**src/rtl/sense_i2s_pkg.sv**
```systemverilog
package sense_i2s_pkg;

  // Framing codes carried on fmtMode.
  typedef enum logic [1:0] {
    FMT_STD     = 2'd0,
    FMT_LJ      = 2'd1,
    FMT_LOW     = 2'd2,
    FMT_LOW_ALT = 2'd3
  } fmtMode_e;

  // Strobes from the control section to the datapath.
  typedef struct packed {
    logic leftStart;  // position 0 of a left half-frame
    logic chanRight;  // current half-frame is the right one
    logic active;     // framing established since reset
  } serStrobe_t;

endpackage

```
**src/rtl/sense_i2s_ctrl.sv**
```systemverilog
module sense_i2s_ctrl
  import sense_i2s_pkg::*;
#(
  parameter int POS_W = 5
) (
  input  logic             clk,
  input  logic             rst,
  input  logic             ws,
  output serStrobe_t       strb,
  output logic [POS_W-1:0] pos
);

  localparam logic [POS_W-1:0] POS_LAST = '1;

  logic             primed;
  logic             wsPrev;
  logic             synced;
  logic [POS_W-1:0] posReg;
  logic             wsEdge;

  // A WS change is only trusted once wsPrev holds a post-reset value.
  always_comb begin
    wsEdge         = primed && (ws != wsPrev);
    pos            = wsEdge ? '0 : posReg;
    strb.leftStart = wsEdge && !ws;
    strb.chanRight = ws;
    strb.active    = synced || wsEdge;
  end

  always_ff @(posedge clk) begin
    if (rst) begin
      primed <= 1'b0;
      wsPrev <= 1'b0;
      synced <= 1'b0;
      posReg <= POS_LAST;
    end else begin
      primed <= 1'b1;
      wsPrev <= ws;
      if (wsEdge) synced <= 1'b1;
      // Saturate so an overlong half-frame keeps emitting padding.
      posReg <= (pos == POS_LAST) ? pos : pos + 1'b1;
    end
  end

endmodule

```
**src/rtl/sense_i2s_dp.sv**
```systemverilog
module sense_i2s_dp
  import sense_i2s_pkg::*;
#(
  parameter int SAMPLE_W = 16,
  parameter int SUPPLY_W = 8,
  parameter int POS_W    = 5
) (
  input  logic                clk,
  input  logic                rst,
  input  serStrobe_t          strb,
  input  logic [POS_W-1:0]    pos,
  input  logic [1:0]          fmtMode,
  input  logic                appendSupply,
  input  logic [SAMPLE_W-1:0] voltSample,
  input  logic [SAMPLE_W-1:0] currSample,
  input  logic [SUPPLY_W-1:0] supplySample,
  output logic                sdata
);

  localparam int STREAM_W = 1 << POS_W;
  localparam int LONG_W   = SAMPLE_W + SUPPLY_W;
  localparam int PAD_L    = STREAM_W - LONG_W;
  localparam int PAD_R    = STREAM_W - SAMPLE_W;

  logic [SAMPLE_W-1:0] vHold, iHold;
  logic [SUPPLY_W-1:0] sHold;
  logic [SAMPLE_W-1:0] vUse, iUse;
  logic [SUPPLY_W-1:0] sUse;
  logic                isLj, lowRate, appendOn;
  logic [STREAM_W-1:0] leftMsb, rightMsb, leftRev, rightRev;
  logic [POS_W-1:0]    idx;
  logic                carryBit, sdataNext;

  always_comb begin
    isLj     = (fmtMode_e'(fmtMode) == FMT_LJ);
    lowRate  = fmtMode[1];
    appendOn = appendSupply && !lowRate;
    // At a left start the fresh inputs are used directly; the holds load on the same edge.
    vUse     = strb.leftStart ? voltSample   : vHold;
    iUse     = strb.leftStart ? currSample   : iHold;
    sUse     = strb.leftStart ? supplySample : sHold;
    leftMsb  = STREAM_W'({vUse, appendOn ? sUse : {SUPPLY_W{1'b0}}}) << PAD_L;
    rightMsb = STREAM_W'(iUse) << PAD_R;
  end

  // Reverse the MSB-first streams so bit position indexes them directly.
  for (genvar j = 0; j < STREAM_W; j++) begin : g_rev
    assign leftRev[j]  = leftMsb[STREAM_W-1-j];
    assign rightRev[j] = rightMsb[STREAM_W-1-j];
  end

  always_comb begin
    idx = isLj ? pos : pos - 1'b1;
    // Reduced rate: a full 16-bit word overflows into the next half's delay slot.
    carryBit = lowRate && (strb.chanRight ? vHold[0] : iHold[0]);
    if (!strb.active)
      sdataNext = 1'b0;
    else if (!isLj && pos == '0)
      sdataNext = carryBit;
    else
      sdataNext = strb.chanRight ? rightRev[idx] : leftRev[idx];
  end

  always_ff @(posedge clk) begin
    if (rst) begin
      vHold <= '0;
      iHold <= '0;
      sHold <= '0;
      sdata <= 1'b0;
    end else begin
      if (strb.leftStart) begin
        vHold <= voltSample;
        iHold <= currSample;
        sHold <= supplySample;
      end
      sdata <= sdataNext;
    end
  end

endmodule

```
**src/rtl/sense_i2s_tx.sv**
```systemverilog
module sense_i2s_tx
  import sense_i2s_pkg::*;
#(
  parameter int SAMPLE_W  = 16,
  parameter int SUPPLY_W  = 8,
  parameter int HALF_BITS = 32
) (
  input  logic                clk,
  input  logic                rst,
  input  logic                ws,
  input  logic [1:0]          fmtMode,
  input  logic                appendSupply,
  input  logic [SAMPLE_W-1:0] voltSample,
  input  logic [SAMPLE_W-1:0] currSample,
  input  logic [SUPPLY_W-1:0] supplySample,
  output logic                sdata
);

  localparam int POS_W = $clog2(HALF_BITS);

  serStrobe_t       strb;
  logic [POS_W-1:0] pos;

  sense_i2s_ctrl #(.POS_W(POS_W)) u_ctrl (
    .clk  (clk),
    .rst  (rst),
    .ws   (ws),
    .strb (strb),
    .pos  (pos)
  );

  sense_i2s_dp #(
    .SAMPLE_W (SAMPLE_W),
    .SUPPLY_W (SUPPLY_W),
    .POS_W    (POS_W)
  ) u_dp (
    .clk          (clk),
    .rst          (rst),
    .strb         (strb),
    .pos          (pos),
    .fmtMode      (fmtMode),
    .appendSupply (appendSupply),
    .voltSample   (voltSample),
    .currSample   (currSample),
    .supplySample (supplySample),
    .sdata        (sdata)
  );

endmodule

```
**config.mk**
```make
export PLATFORM = sky130hd
export DESIGN_NAME = sense_i2s_tx
export DESIGN_NICKNAME = d
export VERILOG_FILES = /design/src/rtl/sense_i2s_pkg.sv /design/src/rtl/sense_i2s_ctrl.sv /design/src/rtl/sense_i2s_dp.sv /design/src/rtl/sense_i2s_tx.sv
export SDC_FILE = /design/constraint.sdc
export NUM_CORES = 1
export LEC_CHECK = 0
export ABC_AREA = 1
export BUFFER_PORTS_ARGS = -buffer_cell sky130_fd_sc_hd__buf_2
export CELL_PAD_IN_SITES_DETAIL_PLACEMENT = 0
export CELL_PAD_IN_SITES_GLOBAL_PLACEMENT = 1
export CORE_ASPECT_RATIO = 1.1
export CORE_MARGIN = 4
export CORE_UTILIZATION = 39
export DETAILED_ROUTE_END_ITERATION = 16
export PLACE_DENSITY = 0.82
export SLEW_MARGIN = 15
export SYNTH_ARGS = -nofsm -noshare
export SYNTH_HDL_FRONTEND = slang
export SYNTH_HIERARCHICAL = 1
export SYNTH_SLANG_ARGS = --single-unit
```
**constraint.sdc**
```tcl
create_clock -name clk -period 2.7 [get_ports clk]
set_clock_uncertainty 0.05 [all_clocks]
set_input_delay 0.405 -clock clk [delete_from_list [all_inputs] [get_ports clk]]
set_output_delay 0.405 -clock clk [all_outputs]
set_load 0.03 [all_outputs]
```
==> metrics.yaml <==
antenna_found_initial: 0
via_per_inst: 4.559
finalWeightedCongestion: 0.8658
whs_endpoint: "u_dp/vHold[3]"
layout_common_cells: "116 x nand2_1, 50 x inv_1, 49 x dfxtp_1"
wl_per_cell_um: 11.06
slew-limit-headroom_pct: 71.50
synthCells: 392
syn_avg_cell_area_um2: 6.562
drtAntennaViolNets: 0
diodes: 0
clk_path_buf_depth: 2
holdCritPathClass: "input port to flop"
overflow: 0
path_class: "flop to flop"
clk_pin_slew_worst_paths_ns: 0.09
synth.top_cells.by_area: "dfxtp_1 38%, nand2_1 17%, nand3_1 8.4%"
cp.arrival_ns: 2.36
worstRegToRegCells: 16
ys_seq_area_share_pct: 38.13
grt_pass1_wl_mm: 9.839
remaining_drc_errors: 0
r2r_setup_slack_ns: 0.52
fin_crit_ns: 2.177
wl_met1_mm: 2.867
post_cts_resized: 0
min_path_cells: 3
coreArea_um2: 6306
start_util_pct: 40.79
dieWidth_um: 85.44
drt-initial-drc-count: 122
route.met2.wl_mm: 2.522
finalMaxSlewViolations: 0
cts_hold_buf: 0
min_from: "voltSample[3]"
grt_max_degree: 39
rows: 30
fmax_mhz: 459.3
endpoint_kind: "flop"
yosysTopAreaCellShare_pct: 38.13
cts_root_buffer: "clkbuf_8"
worst_slack_ns: 0.5229
die-area_um2: 7961
final_common_cell: "nand2_1"
post-route-period-util_pct: 80.63
area_growth_pct: 14.11
ios: 47
dp_slack_ns: 0.2854
vdd_ir_drop_max_mv: 0.2460
worstMarginPinSlew_ns: 0.4275
synth_cell_types: 28
grt_pass1_vias: 2233
syn_area_um2: 2572
cp-start-kind: "flop"
synth-seq-cells: 49
rr_endpoint: "u_dp/sdata"
htree_levels: 2
dp_hpwl_mm: 4.361
grt_use_total_pct: 15.03
cts_tree: "yes"
status: "finished clean"
die_height_um: 93.18
timing.rr.start: "u_ctrl/wsPrev"
yosys.area.top_type: "dfxtp_1"
post_cts_buffers: 0
portBuffers: 46
path_max_fanout: 10
yosys_warnings: 6
num_vias: 2348
n_fill_cell: 703
hold_violations: 0
rsz0062_at_grt: "no"
power_leakage_uw: 0.001442
routed_wl_mm: 5.697
top_layer_used: "met4"
final_nets: 481
cts_buffers: 5
finalSetupViolations: 0
clock-sinks: 49
cp_data_required_time_ns: 2.89
wl_met3_um: 213
p_per_area_nw_per_um2: 588.8
synth_nets: 439
worstSkewPairLatency_ns: 0.30
finalSetupTns_ns: 0
drive_gt1_share_pct: 20.00
firstDrtPassIters: 4
cap_violations: 0
## registers in the layout, summed over array words and instances, names as in the netlist
signal / cells
u_ctrl/wsPrev: 1
u_ctrl/primed: 1
u_ctrl/synced: 1
u_ctrl/posReg: 5
u_dp/iHold: 16
u_dp/vHold: 16
u_dp/sdata: 1
u_dp/sHold: 8
## where the power goes
part           internal (uW)  total [uW]  switching (uW)
registers                768         790            22.2
clock network            179         417             238
logic                    202         521             318
total                   1150        1730             579
## worst max path at each step
| stage | startpoint | slack (ns) | endpoint | depth (start not counted) |
|---|---|---|---|---|
| after floorplan | ws | 0.41 | u_dp/sdata | 17 |
| after CTS | u_ctrl/wsPrev | 0.50 | u_dp/sdata | 16 |
| after global placement | ws | 0.32 | u_dp/sdata | 17 |
| after global routing | u_ctrl/wsPrev | 0.28 | u_dp/sdata | 16 |
| final | u_ctrl/wsPrev | 0.52 | u_dp/sdata | 16 |
| after detailed placement | ws | 0.29 | u_dp/sdata | 17 |
## through the flow
| stage | hold slack [ns] | util [%] | total power, uW | area [um2] | instances |
|---|---|---|---|---|---|
| final | 0.3219 | 46.55 | 1728 | 2935 | 515 |
| after global routing | 0.3179 | 46.55 | 1863 | 2935 | 515 |
| after CTS | 0.3144 | 46.55 | 1761 | 2935 | 515 |
| after detailed placement | 0.4093 | 45.18 | 1331 | 2849 | 507 |
| after global placement | 0.3964 | 45.18 | 1327 | 2849 | 507 |
| after floorplan | 0.3798 | - | 1212 | 2572 | 392 |
## metal layers
metal | GRT usage (%) | vias to the layer above
met5 | 0 | -
met4 | 5.277 | 0
met3 | 2.555 | 6
met2 | 24.29 | 36
met1 | 20.13 | 1008
li1 | - | 1298
## cell usage after synthesis (all sizes together)
| cell type | number |
|---|---|
| dfxtp | 49 |
| xor2 | 2 |
| nand4 | 3 |
| nand2 | 124 |
| inv | 54 |
| or2 | 11 |
| nand3b | 3 |
| nand3 | 45 |
| a21oi | 14 |
| buf | 12 |
| o2111ai | 1 |
| ha | 1 |
| nor2 | 36 |
| o21ai | 31 |
| clkbuf | 6 |
## critical path, cell delays in order, from the launching register on
cell and delay, ns:
dfxtp_1 0.32, inv_1 0.06, nand2_2 0.05, nand3_2 0.07, inv_1 0.05, nor2_1 0.11, inv_1 0.11, ha_1 0.32
inv_1 0.06, nand2_1 0.06, o21ai_2 0.18, nand3_1 0.14, nand3_1 0.10, nand3_1 0.09, a21oi_1 0.14, nand3_1 0.09
a21oi_1 0.11
## kinds of logic after synthesis
| group | synth area share (%) |
|---|---|
| fa+ha+maj | 0.4863 |
| flops | 38.13 |
| compound gates | 9.387 |
| xor+xnor | 0.9730 |
| simple gates | 38.52 |
| buf+inv | 12.50 |
## final cells by class
cell class / count / area (um2) / area share [%]
multi-input combinational: 271 / 1270 / 43.27
tap: 80 / 100.1 / 3.410
inverter: 54 / 202.7 / 6.905
clock buffer: 5 / 68.82 / 2.344
sequential: 49 / 980.9 / 33.42
clock inverter: 3 / 17.52 / 0.5968
timing repair buffer: 53 / 295.3 / 10.06
No activity file was read; power rests on OpenSTA's default activity.
